**src/rtl/arb_pkg.sv**
```systemverilog
package arb_pkg;
  localparam int LVLS  = 4;
  localparam int LVL_W = $clog2(LVLS);

  typedef logic [LVL_W-1:0] lvl_t;
  typedef logic [LVLS-1:0]  lvec_t;

  typedef enum logic [1:0] {ST_IDLE, ST_OFFER, ST_OWNED} arb_st_e;

  // highest set bit wins
  function automatic lvl_t pick_fixed(lvec_t req);
    lvl_t r;
    r = '0;
    for (int i = 0; i < LVLS; i++)
      if (req[i]) r = lvl_t'(i);
    return r;
  endfunction

  // first set bit strictly after 'last', wrapping around
  function automatic lvl_t pick_rotate(lvec_t req, lvl_t last);
    lvl_t r;
    lvl_t idx;
    logic hit;
    r   = last;
    hit = 1'b0;
    for (int k = 1; k <= LVLS; k++) begin
      idx = lvl_t'((int'(last) + k) % LVLS);
      if (!hit && req[idx]) begin
        r   = idx;
        hit = 1'b1;
      end
    end
    return r;
  endfunction

  function automatic lvec_t to_onehot(lvl_t l);
    return lvec_t'(1) << l;
  endfunction
endpackage

```
**src/rtl/arb_level_pick.sv**
```systemverilog
module arb_level_pick
  import arb_pkg::*;
#(
  parameter bit ROTATE_EN = 1'b1
) (
  input  lvec_t req,
  input  lvl_t  last,
  input  logic  rotate,
  output lvl_t  sel,
  output logic  any
);
  assign any = |req;

  generate
    if (ROTATE_EN) begin : g_both
      assign sel = rotate ? pick_rotate(req, last) : pick_fixed(req);
    end else begin : g_fixed
      lvl_t unused_last;
      logic unused_rot;
      assign unused_last = last;
      assign unused_rot  = rotate;
      assign sel = pick_fixed(req);
    end
  endgenerate
endmodule

```
**src/rtl/arb_grant_fsm.sv**
```systemverilog
module arb_grant_fsm
  import arb_pkg::*;
(
  input  logic  clk,
  input  logic  rst_n,
  input  lvec_t req,
  input  logic  busy,
  input  lvl_t  sel,
  input  logic  any,
  output lvec_t grant,
  output lvl_t  last,
  output logic  issue_evt,
  output logic  drop_evt
);
  arb_st_e st;
  lvl_t    cur;

  assign issue_evt = (st == ST_IDLE) && !busy && any;
  assign drop_evt  = (st == ST_OFFER) && (busy || !req[cur]);

  always_ff @(posedge clk or negedge rst_n) begin
    if (!rst_n) begin
      st    <= ST_IDLE;
      grant <= '0;
      cur   <= '0;
      last  <= lvl_t'(LVLS - 1);
    end else begin
      case (st)
        ST_IDLE: begin
          if (issue_evt) begin
            grant <= to_onehot(sel);
            cur   <= sel;
            last  <= sel;
            st    <= ST_OFFER;
          end
        end
        ST_OFFER: begin
          if (busy) begin
            grant <= '0;
            st    <= ST_OWNED;
          end else if (!req[cur]) begin
            grant <= '0;
            st    <= ST_IDLE;
          end
        end
        ST_OWNED: begin
          if (!busy) st <= ST_IDLE;
        end
        default: st <= ST_IDLE;
      endcase
    end
  end
endmodule

```
**src/rtl/arb_bus_timer.sv**
```systemverilog
module arb_bus_timer #(
  parameter int TMR_W = 16
) (
  input  logic             clk,
  input  logic             rst_n,
  input  logic             strobe,
  input  logic             ack,
  input  logic [TMR_W-1:0] limit,
  output logic             berr
);
  logic [TMR_W-1:0] cnt;

  function automatic logic expired(logic s, logic [TMR_W-1:0] c,
                                   logic [TMR_W-1:0] lim);
    return s && (lim != '0) && (c >= lim);
  endfunction

  always_ff @(posedge clk or negedge rst_n) begin
    if (!rst_n)
      cnt <= '0;
    else if (!strobe || ack)
      cnt <= '0;
    else if (cnt < limit)
      cnt <= cnt + 1'b1;
  end

  assign berr = expired(strobe, cnt, limit);
endmodule

```
**src/rtl/bus_arbiter.sv**
```systemverilog
module bus_arbiter
  import arb_pkg::*;
#(
  parameter int TMR_W     = 16,
  parameter bit ROTATE_EN = 1'b1
) (
  input  logic             clk,
  input  logic             rst_n,
  input  logic [3:0]       bus_req_i,
  input  logic             bus_busy_i,
  input  logic             rotate_mode_i,
  input  logic             strobe_i,
  input  logic             ack_i,
  input  logic [TMR_W-1:0] timeout_limit_i,
  output logic [3:0]       bus_grant_o,
  output logic             bus_err_o
);
  lvl_t  sel_lvl;
  lvl_t  last_lvl;
  logic  any_req;
  logic  issue_evt;
  logic  drop_evt;
  lvec_t grant_q;

  arb_level_pick #(.ROTATE_EN(ROTATE_EN)) u_pick (
    .req    (bus_req_i),
    .last   (last_lvl),
    .rotate (rotate_mode_i),
    .sel    (sel_lvl),
    .any    (any_req)
  );

  arb_grant_fsm u_fsm (
    .clk       (clk),
    .rst_n     (rst_n),
    .req       (bus_req_i),
    .busy      (bus_busy_i),
    .sel       (sel_lvl),
    .any       (any_req),
    .grant     (grant_q),
    .last      (last_lvl),
    .issue_evt (issue_evt),
    .drop_evt  (drop_evt)
  );

  arb_bus_timer #(.TMR_W(TMR_W)) u_tmr (
    .clk    (clk),
    .rst_n  (rst_n),
    .strobe (strobe_i),
    .ack    (ack_i),
    .limit  (timeout_limit_i),
    .berr   (bus_err_o)
  );

  assign bus_grant_o = grant_q;
endmodule

```
**config.mk**
```make
export PLATFORM = sky130hd
export DESIGN_NAME = bus_arbiter
export DESIGN_NICKNAME = d
export VERILOG_FILES = /design/src/rtl/arb_pkg.sv /design/src/rtl/arb_level_pick.sv /design/src/rtl/arb_grant_fsm.sv /design/src/rtl/arb_bus_timer.sv /design/src/rtl/bus_arbiter.sv
export SDC_FILE = /design/constraint.sdc
export NUM_CORES = 1
export LEC_CHECK = 0
export ABC_AREA = 1
export BUFFER_PORTS_ARGS = -buffer_cell sky130_fd_sc_hd__buf_2
export CORE_MARGIN = 5
export CORE_UTILIZATION = 45
export CTS_BUF_LIST = sky130_fd_sc_hd__clkbuf_16
export DETAILED_ROUTE_END_ITERATION = 16
export PLACE_DENSITY_LB_ADDON = 0.12
export SYNTH_ARGS = -nofsm -noshare
export SYNTH_HDL_FRONTEND = slang
export SYNTH_SLANG_ARGS = --single-unit
```
**constraint.sdc**
```tcl
create_clock -name clk -period 1.6 [get_ports clk]
set_input_delay 0.24 -clock clk [delete_from_list [all_inputs] [get_ports clk]]
set_output_delay 0.24 -clock clk [all_outputs]
set_load 0.01 [all_outputs]
```
==> results.toml, run 1 <==
[worst_setup_path]
cp.arrival_ns = 1.84
cp_slowest_cell = "dfrtp_1"
critPathRequiredTime_ns = 1.36
path_cells = "ha_1, a21oi_1, nor2_1, a21oi_1, nand2_1, o21ai_2, nand2_2, o21ai_2, inv_1, buf_2"
max_stage_delay_ns = 0.38
path_max_fanout = 2
start_kind = "flop"
cp_num_buf_inv = 2
cp-end-kind = "output pin"
path_class = "reg2out"
critPathTopFamily = "compound AO/OA/AOI/OAI gates"

[grt]
grtUsageTotal_pct = 19.21
grt_first_pass_wirelength_mm = 9.908
grt_pass1_vias = 2145
grt_max_degree = 27
antenna_found_initial = 0
grt_remaining_overflow = 0

[power]
p_per_area_mw_per_mm2 = 1128
peakVddDrop_mv = 0.7956
power.leakage_nw = 1.663
finalPower_mw = 3.584

[clocking]
root_buffer = "clkbuf_16"
clockBufferDepth = 2
clkSlewWorstSetupHoldPaths_ns = 0.06
clk_latency_ns = 0.26
htreeDepth = 1
cts_buffers = 3
clock-sinks = 26
cts_hold_buf = 0
cts_tree = "yes"

[flow_run]
maxCapViolCount = 0

[finish]
syn_to_final_growth_pct = 43.02
n_antenna_cell = 0
multi_input_area_mm2 = 0.001572
drive_gt1_share_pct = 35.07
ff_latch_area_um2 = 653.1
fill_cells = 410
final_util_pct = 66.84
fin_nets = 446

[synthesis]
synth_edf_count = 0
synth.net_count = 364
synth_top_cell_area_share_pct = 27.03
synth.most_common_cell = "nand2_1"
avgSynthCellArea_um2 = 6.923
synth_warnings = 0
synthFlopType = "dfrtp_1"
synth_area_leaders = "dfrtp_1 (27%), nand2_1 (15%), ha_1 (9.6%)"
ys_seq_area_share_pct = 29.39
syn_inst = 321
netlist-cell-type-count = 33
async_flop_share_pct = 100.0
synth_top_area_cell = "dfrtp_1"
synth-seq-cells = 26
synth_common_cells = "nand2_1 (89), nor2_1 (34), inv_1 (33)"
syn-cell-area_mm2 = 0.002222

[timing]
finalCriticalPeriod_ns = 2.085
finalSetupViolCount = 25
clock_skew_ns = 0.004401
layout_setup_ws_ns = -0.4849
max_freq_mhz = 479.6
max_slew_margin_pct = 60.59
final_hold_viol_count = 24
post-route-period-util_pct = 130.3
hold_slack_ns = -0.02394
tightest_slew_ns = 0.5911
drv_slew = 0
rsz0062_at_grt = "yes"
fin_tns_setup_ns = -6.546

[routing]
ant_nets = 0
drt-initial-drc-count = 145
routed_wl_mm = 6.036
vias = 2362
avgViaCountPerCell = 5.036
drc = 0
wl_per_cell_um = 12.87
first_pass_iters = 5

[placement]
io_buffers = 30
dp_hpwl_mm = 4.322
place_congestion = 0.9094

[die]
fp.dieArea_mm2 = 0.006443
fp.dieW_um = 80.27
rows = 25
io_pins = 31
core-area_mm2 = 0.004755
fp.dieH_um = 80.27
start_util_pct = 46.74

[hold_path]
hold_class = "in2async"

[status]
violations = "hold timing, setup timing"
outcome = "finished, violations left"
sequential cells by signal, summed over array words and instances (netlist names):
signal	flops
u_tmr.cnt	16
u_fsm.last	2
u_fsm.grant	4
u_fsm.st	2
u_fsm.cur	2
what timing repair did:
action,CTS,global route
buffers inserted,6,5
setup endpoints to repair,23,25
gates resized for setup,18,28
cloned,2,0
pin swaps,7,16
per-layer routing:
layer  up-vias  GRT usage (%)  routed length (µm)
met1      1059          28.08                2815
met4         0          4.561                 103
li1       1208              -                   -
met5         -              0                   0
met3        13          3.027                 318
met2        82          29.47                2798
placed cells by master (no fill, tap or decap), types with 3 or more instances in the layout:
master / count
buf_4: 46
nand2_1: 74
o21ai_2: 5
dfrtp_1: 24
nor2_4: 3
nand3_2: 4
nand2_4: 10
nand3_1: 24
buf_2: 30
nor2_1: 32
a21oi_1: 12
clkbuf_16: 3
inv_1: 33
nor4_1: 5
inv_4: 3
buf_6: 3
nand2_8: 3
xor2_1: 12
o21ai_0: 5
nand2_2: 18
nor3_1: 7
nand4_1: 5
ha_1: 16
o21ai_1: 5
stage by stage:
stage          instances  worst slack [ns]  hold slack, ns  instance area (µm²)
2_1_floorplan        321          -0.06960        -0.05559                 2240
3_5_place_dp         452           -0.2491          0.2833                 2741
6_report             469           -0.4849        -0.02394                 3178
5_1_grt              469           -0.5853         0.02622                 3178
4_1_cts              464           -0.5102        0.002304                 3015
3_3_place_gp         452           -0.2091          0.2837                 2741
power by group:
group          total, mW  switching (mW)  internal [mW]
clock              0.731           0.233          0.498
sequential         0.890           0.104          0.786
combinational       1.96            1.15          0.815
logic make-up after synthesis:
family,count (synthesis),share of synthesized area (%)
adder cells (fa/ha/maj),17,9.572
XOR/XNOR,13,5.124
AND/OR/NAND/NOR,190,40.48
buffers and inverters,43,7.826
flip-flops,26,29.39
AO/OA/AOI/OAI,32,7.602
cell type report:
| cell class | instances | share of cell area (%) |
|---|---|---|
| multi-input cells | 252 | 49.45 |
| repair buffers | 82 | 19.33 |
| inverters | 38 | 4.724 |
| flip-flops and latches | 26 | 20.55 |
| well taps | 67 | 2.638 |
| clock inverters | 1 | 0.9449 |
| clock buffers | 3 | 2.362 |
final timing paths:
kind,cells past startpoint,slack [ns],endpoint,from
max,10,-0.48,bus_err_o,u_tmr.cnt[5]$_DFFE_PN0P_
min,1,-0.02,u_tmr.cnt[4]$_DFFE_PN0P_,rst_n
max reg2reg,11,-0.36,u_tmr.cnt[5]$_DFFE_PN0P_,u_tmr.cnt[5]$_DFFE_PN0P_
min reg2reg,2,0.47,u_fsm.grant[2]$_DFFE_PN0P_,u_fsm.grant[2]$_DFFE_PN0P_
max in group asynchronous,1,1.24,u_tmr.cnt[0]$_DFFE_PN0P_,rst_n
min in group clk,2,0.22,u_fsm.st[1]$_DFFE_PN0P_,bus_busy_i
Power figures use the tool's default switching activity.
==> inputs of run 2 (changes only) <==
--- a/config.mk
+++ b/config.mk
@@ -5,7 +5,6 @@
 export SDC_FILE = /design/constraint.sdc
 export NUM_CORES = 1
 export LEC_CHECK = 0
-export ABC_AREA = 1
 export BUFFER_PORTS_ARGS = -buffer_cell sky130_fd_sc_hd__buf_2
 export CORE_MARGIN = 5
 export CORE_UTILIZATION = 45
@@ -14,4 +13,5 @@
 export PLACE_DENSITY_LB_ADDON = 0.12
 export SYNTH_ARGS = -nofsm -noshare
 export SYNTH_HDL_FRONTEND = slang
+export SYNTH_HIERARCHICAL = 1
 export SYNTH_SLANG_ARGS = --single-unit
==> constraint.sdc (replaced) <==
create_clock -name clk -period 1.6 [get_ports clk]
set_input_delay 0.24 -clock clk [delete_from_list [all_inputs] [get_ports clk]]
set_output_delay 0.24 -clock clk [all_outputs]
set_load 0.005 [all_outputs]
==> results.toml, run 2 <==
[synthesis]
syn-cell-area_mm2 = 0.002034
avgSynthCellArea_um2 = 8.657
synth.net_count = 278
synth_warnings = 6
syn_inst = 235

[timing]
layout_setup_ws_ns = -0.7710
final_hold_viol_count = 24
post-route-period-util_pct = 148.2
rsz0062_at_grt = "yes"
finalSetupViolCount = 22
clock_skew_ns = 0.005269
tightest_slew_ns = 0.5736
max_freq_mhz = 421.8
max_slew_margin_pct = 61.76
hold_slack_ns = -0.02163
finalCriticalPeriod_ns = 2.371
drv_slew = 0

[grt]
antenna_found_initial = 0
grtUsageTotal_pct = 18.33
grt_first_pass_wirelength_mm = 9.114
grt_remaining_overflow = 0
grt_max_degree = 27
grt_pass1_vias = 1946

[finish]
layout_commonest_cell = "buf_4"
drive_gt1_share_pct = 40.76
final_util_pct = 68.24
fin_area_mm2 = 0.002992
syn_to_final_growth_pct = 47.05
fin_nets = 358
fin_cells = 366
n_antenna_cell = 0
regMostFlops = "u_tmr/cnt"
largest_reg_flops = 16
final_cell_mix = "buf_4 (47), nand2_1 (36), buf_2 (30)"
reg.largest.list = "u_tmr/cnt x16, u_fsm/grant x4"

[clocking]
cts_hold_buf = 0
cts_buffers = 3
root_buffer = "clkbuf_16"
clkSlewWorstSetupHoldPaths_ns = 0.06
clockBufferDepth = 2
cts_tree = "yes"
clock-sinks = 26
htreeDepth = 1
clk_latency_ns = 0.26

[status]
outcome = "finished, violations left"
violations = "hold timing, setup timing"

[routing]
drc = 0
ant_nets = 0
wl_per_cell_um = 14.81
routed_wl_mm = 5.419
first_pass_iters = 4
vias = 1960
drt-initial-drc-count = 61
avgViaCountPerCell = 5.355

[placement]
io_buffers = 30
dp_hpwl_mm = 3.946
place_congestion = 0.8071
dp_worst_setup_slack_ns = -0.5592
dp.cells = 355
post_dp_cell_area_mm2 = 0.002599

[worst_setup_path]
ff2ff_path_depth = 9
path_class = "reg2out"
critPathRequiredTime_ns = 1.36
crit_cells = 7
cp_num_buf_inv = 1
start_kind = "flop"
path_max_fanout = 3
path_cells = "ha_1, nand4_1, or4_4, a21o_1, nand2_1, o311a_1, buf_2"
cp_slowest_cell = "or4_4"
critPathTopFamily = "simple AND/OR/NAND/NOR gates"
max_stage_delay_ns = 0.54
cp.arrival_ns = 2.13
cp-end-kind = "output pin"

[die]
io_pins = 31
fp.dieH_um = 77.24
fp.dieArea_mm2 = 0.005966
rows = 24
fp.dieW_um = 77.24
start_util_pct = 46.40
core-area_mm2 = 0.004384

[flow_run]
maxCapViolCount = 0

[hold_path]
hold_class = "in2async"

[power]
p_per_area_mw_per_mm2 = 796.9
peakVddDrop_mv = 0.5743
power.leakage_nw = 1.372
## run 2: cell count changes in the layout (fill, tap and decap cells not counted), sizes merged, moves of 10 or more
cell	before	now
o21ai	15	4
nand3	29	5
nand2	105	39
xor2	12	1
mux2i	0	14
nand2b	0	13
nor4	5	15
nor2	36	7
inv	37	23
## run 2: worst paths after layout
path,startpoint,to,slack (ns)
max,u_tmr/cnt[8]$_DFFE_PN0P_,bus_err_o,-0.77
min,rst_n,u_tmr/cnt[1]$_DFFE_PN0P_,-0.02
max reg2reg,u_tmr/cnt[11]$_DFFE_PN0P_,u_tmr/cnt[5]$_DFFE_PN0P_,-0.63
min reg2reg,u_fsm/grant[0]$_DFFE_PN0P_,u_fsm/grant[0]$_DFFE_PN0P_,0.48
max in group asynchronous,rst_n,u_tmr/cnt[10]$_DFFE_PN0P_,1.24
min in group clk,bus_busy_i,u_fsm/st[1]$_DFFE_PN0P_,0.24
## run 2: area by class of cell
cell class                      instances  area, µm²
Clock buffer                            3      75.07
Clock inverter                          1      30.03
Fill cell                             352       1393
Inverter                               24      91.34
Multi-Input combinational cell        178       1500
Sequential cell                        26      653.1
Tap cell                               52      65.06
Timing Repair Buffer                   82      576.8
## run 2: power by group
group	switching, mW	internal [mW]
sequential	0.0974	0.793
clock	0.211	0.497
combinational	0.385	0.399
## run 2: layer usage
metal | global-route usage, % | vias to the layer above | share of wire [%]
met5 | 0 | - | 0
met1 | 26.08 | 930 | 48
met4 | 1.718 | 0 | 0.35
li1 | - | 1006 | -
met3 | 2.576 | 2 | 2.0
met2 | 30.47 | 22 | 50
## run 2: worst register-to-register path, stage by stage (launching register included)
cell and delay [ns]:
dfrtp_1 0.41, ha_4 0.25, buf_4 0.14, a21oi_2 0.11
o21a_1 0.23, o2bb2ai_4 0.09, buf_4 0.16, buf_6 0.13
or4_4 0.51, a21oi_2 0.14
## run 2: through the flow
| stage | total power [mW] | setup TNS (ns) |
|---|---|---|
| after floorplan | 1.343 | -5.220 |
| after global placement | 1.620 | -7.092 |
| after detailed placement | 1.636 | -7.575 |
| after CTS | 2.396 | -8.220 |
| after global routing | 2.556 | -10.73 |
| final | 2.384 | -8.959 |
## run 2: timing repair
action	in CTS	in global routing
endpoints found under the setup margin	22	23
setup buffers	3	5
gates resized for setup	17	21
pin swaps	11	14
endpoints found under the hold margin	0	0
gates cloned	1	1
